===== src/rtl/fdor_pkg.sv =====
package fdor_pkg;
  localparam int SEL_W   = 2;
  localparam int NUM_DRV = 1 << SEL_W;
  localparam int NUM_MOT = 4;
  localparam int LIVE_MOT = 2;

  typedef struct packed {
    logic [1:0]       mot_hi;   // motors 3..2, held at zero
    logic [1:0]       mot_lo;   // motors 1..0
    logic             dma_en;
    logic             run_n;    // 0 holds controller reset
    logic [SEL_W-1:0] sel;
  } dor_t;

  function automatic logic [NUM_DRV-1:0] sel_decode(logic [SEL_W-1:0] s);
    logic [NUM_DRV-1:0] v;
    v = '0;
    v[s] = 1'b1;
    return v;
  endfunction

  function automatic dor_t sanitize(logic [7:0] w);
    dor_t r;
    r = dor_t'(w);
    r.mot_hi = 2'b00;
    return r;
  endfunction

  function automatic logic pins_live(logic ps2, logic dma_en);
    return ps2 | dma_en;
  endfunction
endpackage


===== src/rtl/fdor_store.sv =====
module fdor_store
  import fdor_pkg::*;
#(
  parameter int ADDR_W = 3,
  parameter int REG_OFFSET = 2
) (
  input  logic              clk,
  input  logic              rst,
  input  logic              cs,
  input  logic [ADDR_W-1:0] addr,
  input  logic              wr_en,
  input  logic              rd_en,
  input  logic [7:0]        wdata,
  output logic [7:0]        rdata,
  output dor_t              dor_q
);
  localparam logic [ADDR_W-1:0] OFFS = ADDR_W'(REG_OFFSET);

  logic addr_hit;
  logic wr_hit;
  logic wr_miss;
  logic rd_hit;

  assign addr_hit = cs && (addr == OFFS);
  assign wr_hit   = addr_hit && wr_en;
  assign wr_miss  = wr_en && !wr_hit;
  assign rd_hit   = addr_hit && rd_en;

  always_ff @(posedge clk) begin
    if (rst) dor_q <= '0;
    else if (wr_hit) dor_q <= sanitize(wdata);
  end

  assign rdata = rd_hit ? dor_q : 8'h00;

  a_r2_write_lands: assert property (@(posedge clk) disable iff (rst)
    wr_hit |=> (dor_q[5:0] == $past(wdata[5:0])));
  a_r3_other_offset: assert property (@(posedge clk) disable iff (rst)
    (wr_miss && !$past(rst)) |=> $stable(dor_q));
  a_r3_read_idle: assert property (@(posedge clk) disable iff (rst)
    !rd_hit |-> (rdata == 8'h00));
endmodule


===== src/rtl/fdor_drive_outs.sv =====
module fdor_drive_outs
  import fdor_pkg::*;
(
  input  logic               clk,
  input  logic               rst,
  input  dor_t               dor_q,
  output logic [NUM_DRV-1:0] drv_sel,
  output logic [NUM_MOT-1:0] motor,
  output logic               ctl_reset
);
  logic [NUM_MOT-1:0] mot_bits;
  assign mot_bits = {dor_q.mot_hi, dor_q.mot_lo};

  assign drv_sel = sel_decode(dor_q.sel);

  for (genvar m = 0; m < NUM_MOT; m++) begin : g_mot
    if (m < LIVE_MOT) begin : g_live
      assign motor[m] = mot_bits[m];
    end else begin : g_dead
      assign motor[m] = 1'b0;
    end
  end

  assign ctl_reset = rst | ~dor_q.run_n;

  a_r4_onehot: assert property (@(posedge clk) disable iff (rst)
    $countones(drv_sel) == 1);
  a_r5_upper_motors_off: assert property (@(posedge clk) disable iff (rst)
    motor[3:2] == 2'b00);

  always_comb begin
    if (rst === 1'b1)
      a_r6_hw_reset_out: assert (ctl_reset);
  end
endmodule


===== src/rtl/fdor_pin_gate.sv =====
module fdor_pin_gate
  import fdor_pkg::*;
(
  input  logic clk,
  input  logic rst,
  input  logic mode_ps2,
  input  logic dma_en,
  input  logic drq_in,
  input  logic intr_in,
  input  logic dack_n_in,
  input  logic tc_in,
  output logic drq_out,
  output logic drq_oe,
  output logic intr_out,
  output logic intr_oe,
  output logic dack_n_out,
  output logic tc_out
);
  logic live;
  assign live = pins_live(mode_ps2, dma_en);

  assign drq_oe     = live;
  assign intr_oe    = live;
  assign drq_out    = live & drq_in;
  assign intr_out   = live & intr_in;
  assign dack_n_out = live ? dack_n_in : 1'b1;
  assign tc_out     = live & tc_in;

  a_r7_masked: assert property (@(posedge clk) disable iff (rst)
    (!mode_ps2 && !dma_en) |-> (dack_n_out && !tc_out && !drq_oe && !intr_oe));

  always_comb begin
    if (mode_ps2 === 1'b1)
      a_r9_ps2_live: assert (drq_oe && intr_oe);
  end
endmodule


===== src/rtl/floppy_dor.sv =====
module floppy_dor
  import fdor_pkg::*;
#(
  parameter int ADDR_W = 3,
  parameter int REG_OFFSET = 2
) (
  input  logic              clk,
  input  logic              rst,
  input  logic              cs,
  input  logic [ADDR_W-1:0] addr,
  input  logic              wr_en,
  input  logic              rd_en,
  input  logic [7:0]        wdata,
  output logic [7:0]        rdata,
  input  logic              mode_ps2,
  input  logic              drq_in,
  input  logic              intr_in,
  input  logic              dack_n_in,
  input  logic              tc_in,
  output logic              drq_out,
  output logic              drq_oe,
  output logic              intr_out,
  output logic              intr_oe,
  output logic              dack_n_out,
  output logic              tc_out,
  output logic [3:0]        drv_sel,
  output logic [3:0]        motor,
  output logic              ctl_reset
);
  dor_t dor_q;

  fdor_store #(.ADDR_W(ADDR_W), .REG_OFFSET(REG_OFFSET)) u_store (
    .clk(clk), .rst(rst), .cs(cs), .addr(addr), .wr_en(wr_en),
    .rd_en(rd_en), .wdata(wdata), .rdata(rdata), .dor_q(dor_q)
  );

  fdor_drive_outs u_drv (
    .clk(clk), .rst(rst), .dor_q(dor_q),
    .drv_sel(drv_sel), .motor(motor), .ctl_reset(ctl_reset)
  );

  fdor_pin_gate u_gate (
    .clk(clk), .rst(rst), .mode_ps2(mode_ps2), .dma_en(dor_q.dma_en),
    .drq_in(drq_in), .intr_in(intr_in), .dack_n_in(dack_n_in), .tc_in(tc_in),
    .drq_out(drq_out), .drq_oe(drq_oe), .intr_out(intr_out), .intr_oe(intr_oe),
    .dack_n_out(dack_n_out), .tc_out(tc_out)
  );
endmodule


===== config.mk =====
export PLATFORM = sky130hd
export DESIGN_NAME = floppy_dor
export DESIGN_NICKNAME = d
export VERILOG_FILES = /design/src/rtl/fdor_pkg.sv /design/src/rtl/fdor_store.sv /design/src/rtl/fdor_drive_outs.sv /design/src/rtl/fdor_pin_gate.sv /design/src/rtl/floppy_dor.sv
export SDC_FILE = /design/constraint.sdc
export NUM_CORES = 1
export LEC_CHECK = 0
export BUFFER_PORTS_ARGS = -buffer_cell sky130_fd_sc_hd__buf_4
export CORE_AREA = 5 5 42 44
export DETAILED_ROUTE_END_ITERATION = 7
export DIE_AREA = 0 0 47 49
export MAX_ROUTING_LAYER = met4
export PLACE_DENSITY = 0.76
export SLEW_MARGIN = 0
export SYNTH_ARGS = -nofsm -noshare
export SYNTH_HDL_FRONTEND = slang
export SYNTH_SLANG_ARGS = --single-unit

===== constraint.sdc =====
create_clock -name clk -period 1.2 [get_ports clk]
set_input_delay 0.06 -clock clk [delete_from_list [all_inputs] [get_ports clk]]
set_output_delay 0.06 -clock clk [all_outputs]
set_load 0.005 [all_outputs]

Word-level counts from Yosys, hierarchy flattened
Cells that the tools add are included.
{"block": "totals", "out_inout_bits": 23, "inputBits": 21, "elab_cells": 21, "reg_bits": 6}
{"block": "classes", "n_bitwise": 6, "n_lt_le_gt_ge": 2, "n_eq_ne": 1, "muxes": 4, "reduce_logical": 4}
{"operator": "6-bit 2-to-1 mux", "count": 1}
{"operator": "1-bit logical AND", "count": 4}
{"operator": "1-bit bitwise AND", "count": 3}
{"operator": "3-bit by 2-bit equality test with 1-bit output (second input constant)", "count": 1}
{"operator": "2-bit by 3-bit < comparator with 1-bit output (second input constant)", "count": 1}
{"operator": "1-bit demux with 2-bit select", "count": 1}
{"operator": "2-bit by 1-bit >= comparator with 1-bit output (second input constant)", "count": 1}
{"operator": "1-bit 2-to-1 mux", "count": 2}
{"operator": "1-bit OR", "count": 2}
{"operator": "1-bit NOT", "count": 1}

Logic depth before layout (Yosys ltp)
Gate-level depths: netlist of run 1.
{"block": "logic_depth", "word_depth": 4, "mapped_depth": 4}

Modules after synthesis
Synthesis of run 1 repeated with hierarchy kept, for this count alone.
{"block": "hier_totals", "cells_unflattened": 55, "area_unflattened_um2": 457.9}
{"module": "fdor_store", "cells_each": 39, "instances": 1, "area_each_um2": 347.8}
{"module": "fdor_drive_outs", "cells_each": 10, "instances": 1, "area_each_um2": 66.3}
{"module": "fdor_pin_gate", "cells_each": 6, "instances": 1, "area_each_um2": 43.8}

Worst setup path before layout of run 1
Ideal clock, no wire load.
{"block": "synth_timing", "kind": "register to output", "start": "register u_store.dor_q[3] (netlist name)", "end": "output intr_oe", "stages_incl_launch_ff": 4, "arrival_ps": 725, "slack_ps": 415, "path_buffers": 1, "path_cell_list": "dfxtp_1 nor2_1 inv_1 buf_4"}
{"block": "synth_between", "elab_chain_len": 1}
{"element": "1-bit OR", "line": "fdor_pkg.sv:30", "source": "return ps2 | dma_en;"}
{"element": "end, declared", "line": "floppy_dor.sv:23", "source": "output logic intr_oe,"}
No other way between the ends.

Worst setup path after layout of run 1
{"block": "layout_timing", "start": "register u_store.dor_q[3] (netlist name)", "end": "output dack_n_out"}
{"block": "layout_between", "elab_chain_len": 2}
{"element": "1-bit OR", "line": "fdor_pkg.sv:30"}
{"element": "1-bit 2-to-1 mux", "line": "fdor_pin_gate.sv:26", "source": "assign dack_n_out = live ? dack_n_in : 1'b1;"}
{"element": "end, declared", "line": "floppy_dor.sv:24", "source": "output logic dack_n_out,"}
No other way between the ends.

==> results of run 1 <==
cell families (layout without fill, tap and decap cells):
kind of cell    after synthesis  after routing  synth area share, %
other cells                   1              4               0.8515
buf+inv                      10             41                16.19
simple gates                 29             29                47.16
compound gates                6              6                8.521
flops                         6              6                27.27
synth_stat cells (all sizes together):
cell type  instances
nor2b              5
nand4b             6
clkbuf             1
and2               2
nand2b             6
o21ai              6
dfxtp              6
conb               1
nor2               2
or2                1
inv                1
and4bb             1
buf                8
and3               6
routing by layer:
metal,up-vias,part of all wire [%],track usage (%)
li1,235,-,-
met5,-,0,-
met2,22,50,17.19
met4,0,0,0
met3,0,12,5.535
met1,208,38,12.86
worst max-delay path by stage:
| stage | startpoint | end | cells past startpoint |
|---|---|---|---|
| detailed placement | addr[0] | u_store.dor_q[2] | 4 |
| floorplan | u_store.dor_q[3] | intr_oe | 3 |
| global placement | addr[0] | u_store.dor_q[2] | 4 |
| CTS | u_store.dor_q[3] | dack_n_out | 3 |
| finish | u_store.dor_q[3] | dack_n_out | 3 |
| global route | u_store.dor_q[3] | dack_n_out | 3 |
power breakdown:
part / switching, mW / total, mW / internal, mW
clock: 0.0761 / 0.189 / 0.113
sequential: 0.00214 / 0.205 / 0.202
combinational: 0.0361 / 0.103 / 0.0671
total: 0.114 / 0.497 / 0.383
worst register-to-register path: cells and delay by family, from the launching register on:
kind,cells,cell delay (ns)
flops,1,0.39
compound gates,1,0.10
simple gates,1,0.09
layout make-up:
type | instances | share of cell area [%]
multi-input cells | 39 | 36.94
flip-flops and latches | 6 | 17.05
well taps | 16 | 2.842
inverters | 1 | 0.5329
repair buffers | 37 | 39.43
clock buffers | 3 | 3.197
==> Implementation_results.wiki, run 1 <==
{| class="wikitable"
! Metric !! Value
|-
| Outcome || completed
|-
| Overall via count from detail_route || 465
|-
| Area delta synth->final || 59.94%
|-
| Pins over their slew limit || 0
|-
| Highest-count cells in the layout ignoring fill and taps || buf_4 (37), and3_2 (6), nand2b_1 (6), nand4b_1 (6), dfxtp_1 (6)
|-
| Number of filler cells placed in the layout || 146
|-
| Count of unresolved DRC violations after routing || 0
|-
| Worst-path cell with the longest stage delay || dfxtp_1
|-
| Sequential element share of the synthesized area || 27.27%
|-
| Worst Setup End Kind || primary output
|-
| Highest cell delay on the worst timing path || 0.34 ns
|-
| Worst path bufs/invs || 1
|-
| Power density over the cells || 705.8 nW/um^2
|-
| Routed vias/inst || 4.559
|-
| WL per Instance || 11.93 um
|-
| RD Place Congestion || 0.6855
|-
| Setup TNS after final layout || 0 ns
|-
| Vias in the first global route || 411
|-
| # IOs || 44
|-
| Worst-path cell chain || nor2_1 > or2_2 > buf_4
|-
| Inserted Clock Buffers || 3
|-
| Placed instance area || 681.9 sq um
|-
| Sum of overflow across all layers after global routing || 0
|-
| Library cell occupying the most area in the post-synthesis netlist || dfxtp_1
|-
| Placed cells || 99
|-
| Worst Slack Setup Final || 0.05541 ns
|-
| LEAKAGE || 0.3571 nW
|-
| Nets@finish || 109
|-
| F_max || 0.8737 GHz
|-
| Post-synthesis cell count || 52
|-
| Required @ worst endpoint || 1.14 ns
|-
| Starting utilization of the core area || 31.43%
|-
| Total number of clock tree sinks || 6
|-
| Yosys warnings || 0
|-
| Worst Reg2Reg Path Length in Cells || 2
|-
| Worst setup skew after layout || 0 ns
|-
| Avg Synthesized Cell Area || 8.470 sq um
|-
| Min-Delay Startpoint || wdata[2]
|-
| Quantity of gates resized following cts || 0
|-
| Share of the synthesized area in the top cell type || 27.27%
|-
| Distinct cells, synth || 18
|-
| DIE WIDTH || 47 um
|-
| Power, Total || 0.4972 mW
|-
| Number of search-and-repair iterations in the first detailed-routing pass || 4
|-
| Maximum resistive drop on vdd || 0.6532 mV
|-
| Post-Syn Area || 440.4 sq um
|-
| Commonest non-fill, non-tap cell in the layout || buf_4
|-
| Registers with the highest flip-flop counts || u_store.dor_q x6
|-
| Crit path max-delay family || simple AND/OR/NAND/NOR gates
|-
| Total track usage || 10.79%
|-
| Die Area || 2303 sq um
|-
| Placeable Area || 1401 sq um
|-
| Total of buffers placed on input and output ports || 37
|-
| Max reg flops || 6
|-
| Worst hold endpoint || u_store.dor_q[2]
|-
| Endpoint of the worst-slack reg-to-reg timing path || u_store.dor_q[0]
|-
| Worst hold path type || primary input to flip-flop
|-
| Wire length of the first global-routing pass || 1.821 mm
|-
| Utilization of the core after routing || 50.27%
|-
| Final Setup Violations || 0
|-
| Type of origin of the critical path || flip-flop
|-
| Total non-filler cell area in the finished layout || 704.4 sq um
|-
| Proportion of layout cells with a drive suffix above 1 || 59.30%
|-
| Clock period minus final worst setup slack || 1.145 ns
|-
| Worst slack after detailed placement || 0.1468 ns
|-
| Post-CTS Setup Repair Bufs || 0
|-
| Initial antenna violation count || 0
|-
| CP Data Arrival Time || 1.08 ns
|-
| Cell count of the worst hold path || 3
|-
| Number of max-cap violations || 0
|-
| Number of buffers inserted for hold repair after clock tree synthesis || 0
|-
| Clock latency on the worst-skew pair || 0.24 ns
|-
| FF+latch area || 120.1 sq um
|-
| Post-route antenna net violation count || 0
|-
| Flip-flop and latch count after synthesis || 6
|-
| Final critical-path share of the clock period || 95.38%
|-
| Die height || 49 um
|-
| H-tree levels || 1
|-
| Crit path max fanout || 5
|-
| Worst reg2reg setup slack || 0.56 ns
|-
| Hold Vio Cnt, Final || 0
|-
| Starting DRT DRC Count || 6
|-
| Placed wire-length estimate || 975 um
|-
| Final hold slack || 0.07930 ns
|-
| Multi-input logic area || 260.3 sq um
|-
| Wirelength, routed || 1.217 mm
|-
| Largest net degree at the start of global routing || 14
|-
| Cell at the root of the clock tree || clkbuf_4
|-
| Top cells by area in the synthesized netlist || dfxtp_1 (27%), buf_4 (12%), nand4b_1 (12%)
|-
| Number of cells in the finished layout apart from fillers || 102
|-
| Register with the most flip-flops || u_store.dor_q
|-
| Diode insertion count for antenna repair || 0
|-
| Startpoint of the most critical register-to-register path || u_store.dor_q[0]
|-
| CTS clk-pin slew, worst paths || 0.05 ns
|-
| Max Buffers Root-to-Sink || 2
|-
| TritonCTS clock tree || yes
|-
| Row count || 14
|-
| RSZ-0062 raised after global routing || false
|-
| Start-to-end type of the worst setup path || flip-flop to primary output
|}
Note: power is estimated with default switching activity, not from simulation.
==> run 2, diff against run 1 <==
PLACE_DENSITY = 0.78   (was 0.76)
SYNTH_HIERARCHICAL = 1   (was default)
==> Implementation_results.wiki, run 2 <==
{| class="wikitable"
! Metric !! Value
|-
| Inserted Clock Buffers || 3 (unchanged)
|-
| Number of buffers inserted for hold repair after clock tree synthesis || 0 (unchanged)
|-
| Number of max-cap violations || 0 (unchanged)
|-
| Post-route antenna net violation count || 0 (unchanged)
|-
| Registers with the highest flip-flop counts || u_store/dor_q x6
|-
| CP Data Arrival Time || 0.99 ns (-0.09 ns)
|-
| Max Buffers Root-to-Sink || 2 (unchanged)
|-
| Total track usage || 11.42% (+0.64 points)
|-
| Proportion of layout cells with a drive suffix above 1 || 51.16% (-8.1 points)
|-
| Die height || 49 um (unchanged)
|-
| Routed vias/inst || 4.696 (+3.0%)
|-
| Type of origin of the critical path || flip-flop
|-
| Nets@finish || 109 (unchanged)
|-
| Total of buffers placed on input and output ports || 37 (unchanged)
|-
| Worst hold path type || primary input to flip-flop
|-
| Total non-filler cell area in the finished layout || 703.2 sq um (-0.18%)
|-
| Outcome || completed
|-
| Highest routed layer || met3
|-
| Row count || 14 (unchanged)
|-
| Maximum resistive drop on vdd || 0.3971 mV (-39%)
|-
| LEAKAGE || 0.3580 nW (+0.26%)
|-
| Starting DRT DRC Count || 4 (-2)
|-
| Post-CTS Setup Repair Bufs || 0 (unchanged)
|-
| Detailed-routing wirelength on met1 || 573 um (+23%)
|-
| TritonCTS clock tree || yes
|-
| RSZ-0062 raised after global routing || false
|-
| RD Place Congestion || 0.6379 (-6.9%)
|-
| Number of search-and-repair iterations in the first detailed-routing pass || 2 (-2)
|-
| Quantity of gates resized following cts || 0 (unchanged)
|-
| Count of unresolved DRC violations after routing || 0 (unchanged)
|-
| Clock latency on the worst-skew pair || 0.24 ns (about the same)
|-
| Diode insertion count for antenna repair || 0 (unchanged)
|-
| Wirelength, routed || 1.272 mm (+4.5%)
|-
| Pins over their slew limit || 0 (unchanged)
|-
| Placed instance area || 680.7 sq um (-0.18%)
|-
| Placeable Area || 1401 sq um (unchanged)
|-
| Starting utilization of the core area || 31.61% (+0.18 points)
|-
| DIE WIDTH || 47 um (unchanged)
|-
| Die Area || 2303 sq um (unchanged)
|-
| Setup TNS after final layout || 0 ns (unchanged)
|-
| Highest-count cells in the layout ignoring fill and taps || buf_4 (37), nand2b_1 (7)
|-
| Number of filler cells placed in the layout || 157 (+7.5%)
|-
| Area delta synth->final || 58.76%
|-
| Length of routed met2 wiring || 588 um (-3.3%)
|-
| Crit path max fanout || 7 (+2)
|-
| Vias in the first global route || 450 (+9.5%)
|-
| Worst setup skew after layout || 0 ns (unchanged)
|-
| Initial antenna violation count || 0 (unchanged)
|-
| Final critical-path share of the clock period || 87.61% (-7.8 points)
|-
| Detailed route wirelength on metal3 || 110 um (-21%)
|-
| Start-to-end type of the worst setup path || flip-flop to primary output
|-
| Placed wire-length estimate || 1.008 mm (+3.4%)
|-
| WL per Instance || 12.47 um (+4.5%)
|-
| Sum of overflow across all layers after global routing || 0 (unchanged)
|-
| Total number of clock tree sinks || 6 (unchanged)
|-
| Hold Vio Cnt, Final || 0 (unchanged)
|-
| Avg Synthesized Cell Area || 8.357 sq um (-1.3%)
|-
| Required @ worst endpoint || 1.14 ns (about the same)
|-
| H-tree levels || 1 (unchanged)
|-
| Yosys warnings || 6 (+6)
|-
| CTS clk-pin slew, worst paths || 0.05 ns (about the same)
|-
| Utilization of the core after routing || 50.18% (-0.089 points)
|-
| F_max || 0.9512 GHz (+8.9%)
|-
| Clock period minus final worst setup slack || 1.051 ns (-0.09326 ns)
|-
| Overall via count from detail_route || 479 (+3.0%)
|-
| Commonest non-fill, non-tap cell in the layout || buf_4
|-
| Post-synthesis cell count || 53 (+1.9%)
|-
| Largest net degree at the start of global routing || 14 (unchanged)
|-
| Worst Setup End Kind || primary output
|-
| # IOs || 44 (unchanged)
|-
| Final Setup Violations || 0 (unchanged)
|-
| Power density over the cells || 707.1 nW/um^2 (+0.19%)
|-
| Max reg flops || 6 (unchanged)
|-
| Cell at the root of the clock tree || clkbuf_4
|-
| Wire length of the first global-routing pass || 1.980 mm (+8.7%)
|-
| Register with the most flip-flops || u_store/dor_q
|-
| Post-Syn Area || 442.9 sq um (+0.57%)
|}
[run 2: changes by cell type in the layout (fill, tap and decap cells not counted), sizes merged]
cell	delta
nor2b	-4
o21a	+3
nor2	-1
and2b	+1
inv	-1
o21bai	+1
nand2b	+1
[run 2: through the flow]
stage	setup WS [ns]	std cells	total power, mW	hold WS [ns]
CTS	0.1394	102	0.5056	0.07376
global placement	0.1928	99	0.3113	0.3209
global route	0.09293	102	0.5268	0.09817
detailed placement	0.1845	99	0.3140	0.3255
floorplan	0.4221	55	0.2531	0.1729
finish	0.1487	102	0.4972	0.08051
[run 2: report_power, final]
part / leakage [nW] / internal, mW / total (mW) / switching (mW)
clock network: 0.0138 / 0.113 / 0.187 / 0.0739
registers: 0.0484 / 0.202 / 0.205 / 0.00256
logic: 0.296 / 0.0686 / 0.105 / 0.0365
[run 2: final timing paths]
path,from,endpoint,slack [ns],cells past startpoint
max,u_store/dor_q[3],drq_oe,0.15,2
min,wdata[2],u_store/dor_q[2],0.08,3
max reg2reg,u_store/dor_q[3],u_store/dor_q[3],0.53,2
min reg2reg,u_store/dor_q[5],u_store/dor_q[5],0.47,2
[run 2: layout make-up]
cell class                 instances  area (sq um)  area share, %
timing repair buffer              37         277.8          39.50
multi-input combinational         40         262.8          37.37
sequential                         6         120.1          17.08
clock buffer                       3         22.52          3.203
tap                               16         20.02          2.847
[run 2: worst max-delay path, cell delays in order (launching register included)]
cell and delay, ns:
dfxtp_1 0.36, or2_1 0.26, buf_4 0.14
[run 2: routing by layer]
| metal | track usage, % | vias to the layer above |
|---|---|---|
| met5 | - | - |
| met4 | 4.147 | 0 |
| met3 | 2.214 | 0 |
| met2 | 15.61 | 24 |
| met1 | 16.34 | 214 |
| li1 | - | 241 |
==> run 3, diff against run 2 <==
CORE_AREA = 2 2 39 41   (was 5 5 42 44)
DIE_AREA = 0 0 41 43   (was 0 0 47 49)
==> Implementation_results.wiki, run 3 (synthesis gave the netlist of run 2 again) <==
{| class="wikitable"
! Metric !! Value
|-
| Die Area || 1763 sq um (-23%)
|-
| Outcome || completed
|-
| Placed wire-length estimate || 868.2 um (-14%)
|-
| F_max || 0.9467 GHz (-0.47%)
|-
| Count of unresolved DRC violations after routing || 0 (unchanged)
|-
| Power, Total || 0.4900 mW (-1.4%)
|-
| RD Place Congestion || 0.6823 (+7.0%)
|-
| Power density over the cells || 696.9 nW/um^2 (-1.4%)
|-
| Registers with the highest flip-flop counts || u_store/dor_q x6
|-
| Crit path max fanout || 7 (unchanged)
|-
| Routed vias/inst || 4.618 (-1.7%)
|-
| Total track usage || 14.52% (+3.1 points)
|-
| Worst setup skew after layout || 0 ns (unchanged)
|-
| Final Setup Violations || 0 (unchanged)
|-
| Number of search-and-repair iterations in the first detailed-routing pass || 3 (+1)
|-
| CTS clk-pin slew, worst paths || 0.04 ns (about the same)
|-
| Total of buffers placed on input and output ports || 37 (unchanged)
|-
| Clock period minus final worst setup slack || 1.056 ns (+0.005004 ns)
|-
| Initial antenna violation count || 0 (unchanged)
|-
| TritonCTS clock tree || yes
|-
| Commonest non-fill, non-tap cell in the layout || buf_4
|-
| Inserted Clock Buffers || 3 (unchanged)
|-
| Max reg flops || 6 (unchanged)
|-
| Placeable Area || 1384 sq um (-1.2%)
|-
| Number of max-cap violations || 0 (unchanged)
|-
| Register with the most flip-flops || u_store/dor_q
|-
| Area delta synth->final || 58.76% (unchanged)
|-
| Post-CTS Setup Repair Bufs || 0 (unchanged)
|-
| CP Data Arrival Time || 1.00 ns (about the same)
|-
| Starting utilization of the core area || 32.01% (+0.40 points)
|-
| Quantity of gates resized following cts || 0 (unchanged)
|-
| Worst Setup End Kind || primary output
|-
| DIE WIDTH || 41 um (-13%)
|-
| Number of buffers inserted for hold repair after clock tree synthesis || 0 (unchanged)
|-
| Final critical-path share of the clock period || 88.03% (+0.42 points)
|-
| Clock latency on the worst-skew pair || 0.24 ns (about the same)
|-
| Wire length of the first global-routing pass || 1.690 mm (-15%)
|-
| Highest-count cells in the layout ignoring fill and taps || buf_4 (37), nand2b_1 (7)
|-
| Routing usage on met1 || 16.77% (+0.44 points)
|-
| Utilization of the core after routing || 50.81% (+0.64 points)
|-
| Placed cells || 99 (unchanged)
|-
| Diode insertion count for antenna repair || 0 (unchanged)
|-
| Required @ worst endpoint || 1.14 ns (about the same)
|-
| Placed instance area || 680.7 sq um (unchanged)
|-
| RSZ-0062 raised after global routing || false
|-
| Busiest layer in global routing || met2
|-
| Sum of overflow across all layers after global routing || 0 (unchanged)
|-
| Worst hold path type || primary input to flip-flop
|-
| Nets@finish || 109 (unchanged)
|-
| Die height || 43 um (-12%)
|-
| M2 GR Usage || 20.94% (+5.3 points)
|-
| Cell at the root of the clock tree || clkbuf_4
|-
| Maximum resistive drop on vdd || 0.4487 mV (+13%)
|-
| Max Buffers Root-to-Sink || 2 (unchanged)
|-
| GR met3 Demand/Resource || 6.806% (+4.6 points)
|-
| Worst Slack Setup Final || 0.1437 ns (-0.005004 ns)
|-
| Type of origin of the critical path || flip-flop
|-
| Largest net degree at the start of global routing || 14 (unchanged)
|-
| Hold Vio Cnt, Final || 0 (unchanged)
|-
| Number of filler cells placed in the layout || 144 (-8.3%)
|-
| # IOs || 44 (unchanged)
|-
| Total non-filler cell area in the finished layout || 703.2 sq um (unchanged)
|-
| Proportion of layout cells with a drive suffix above 1 || 51.16% (unchanged)
|-
| Wirelength, routed || 1.131 mm (-11%)
|-
| Post-route antenna net violation count || 0 (unchanged)
|-
| Start-to-end type of the worst setup path || flip-flop to primary output
|-
| LEAKAGE || 0.3580 nW (unchanged)
|-
| Number of cells in the finished layout apart from fillers || 102 (unchanged)
|-
| Setup TNS after final layout || 0 ns (unchanged)
|-
| Worst slack after detailed placement || 0.1808 ns (-0.003644 ns)
|-
| Row count || 14 (unchanged)
|-
| Pins over their slew limit || 0 (unchanged)
|-
| Final hold slack || 0.08339 ns (+0.002881 ns)
|-
| Vias in the first global route || 390 (-13%)
|-
| Starting DRT DRC Count || 4 (unchanged)
|-
| WL per Instance || 11.09 um (-11%)
|-
| H-tree levels || 1 (unchanged)
|-
| Overall via count from detail_route || 471 (-1.7%)
|-
| Total number of clock tree sinks || 6 (unchanged)
|}
[run 3: cell counts in the layout (fill, tap and decap cells not counted)]
No cell type changed its count.
[run 3: layout make-up]
class	instances	area (sq um)	area share, %
multi-input combinational	40	262.8	37.37
clock buffer	3	22.52	3.203
sequential	6	120.1	17.08
tap	16	20.02	2.847
timing repair buffer	37	277.8	39.50
[run 3: worst paths after layout]
kind / slack (ns) / from / cells after the start / end
hold / removal: 0.08 / wdata[5] / 3 / u_store/dor_q[5]
setup reg to reg: 0.49 / u_store/dor_q[3] / 2 / u_store/dor_q[3]
setup / recovery: 0.14 / u_store/dor_q[3] / 2 / drq_oe
hold reg to reg: 0.47 / u_store/dor_q[4] / 2 / u_store/dor_q[4]
[run 3: routing by layer]
| metal | routed length (um) | vias up |
|---|---|---|
| met5 | 0 | - |
| met4 | 0 | 0 |
| met3 | 80 | 0 |
| met2 | 594 | 17 |
| met1 | 456 | 211 |
| li1 | - | 243 |
[run 3: worst max-delay path, cell delays in order (launching register included)]
cell	delay, ns
dfxtp_1	0.36
or2_1	0.26
buf_4	0.14
[run 3: power breakdown]
group	switching, mW	leakage [nW]	internal, mW
Sequential	0.00267	0.0484	0.203
Combinational	0.0353	0.296	0.0686
Clock	0.0680	0.0138	0.113
Total	0.106	0.358	0.384
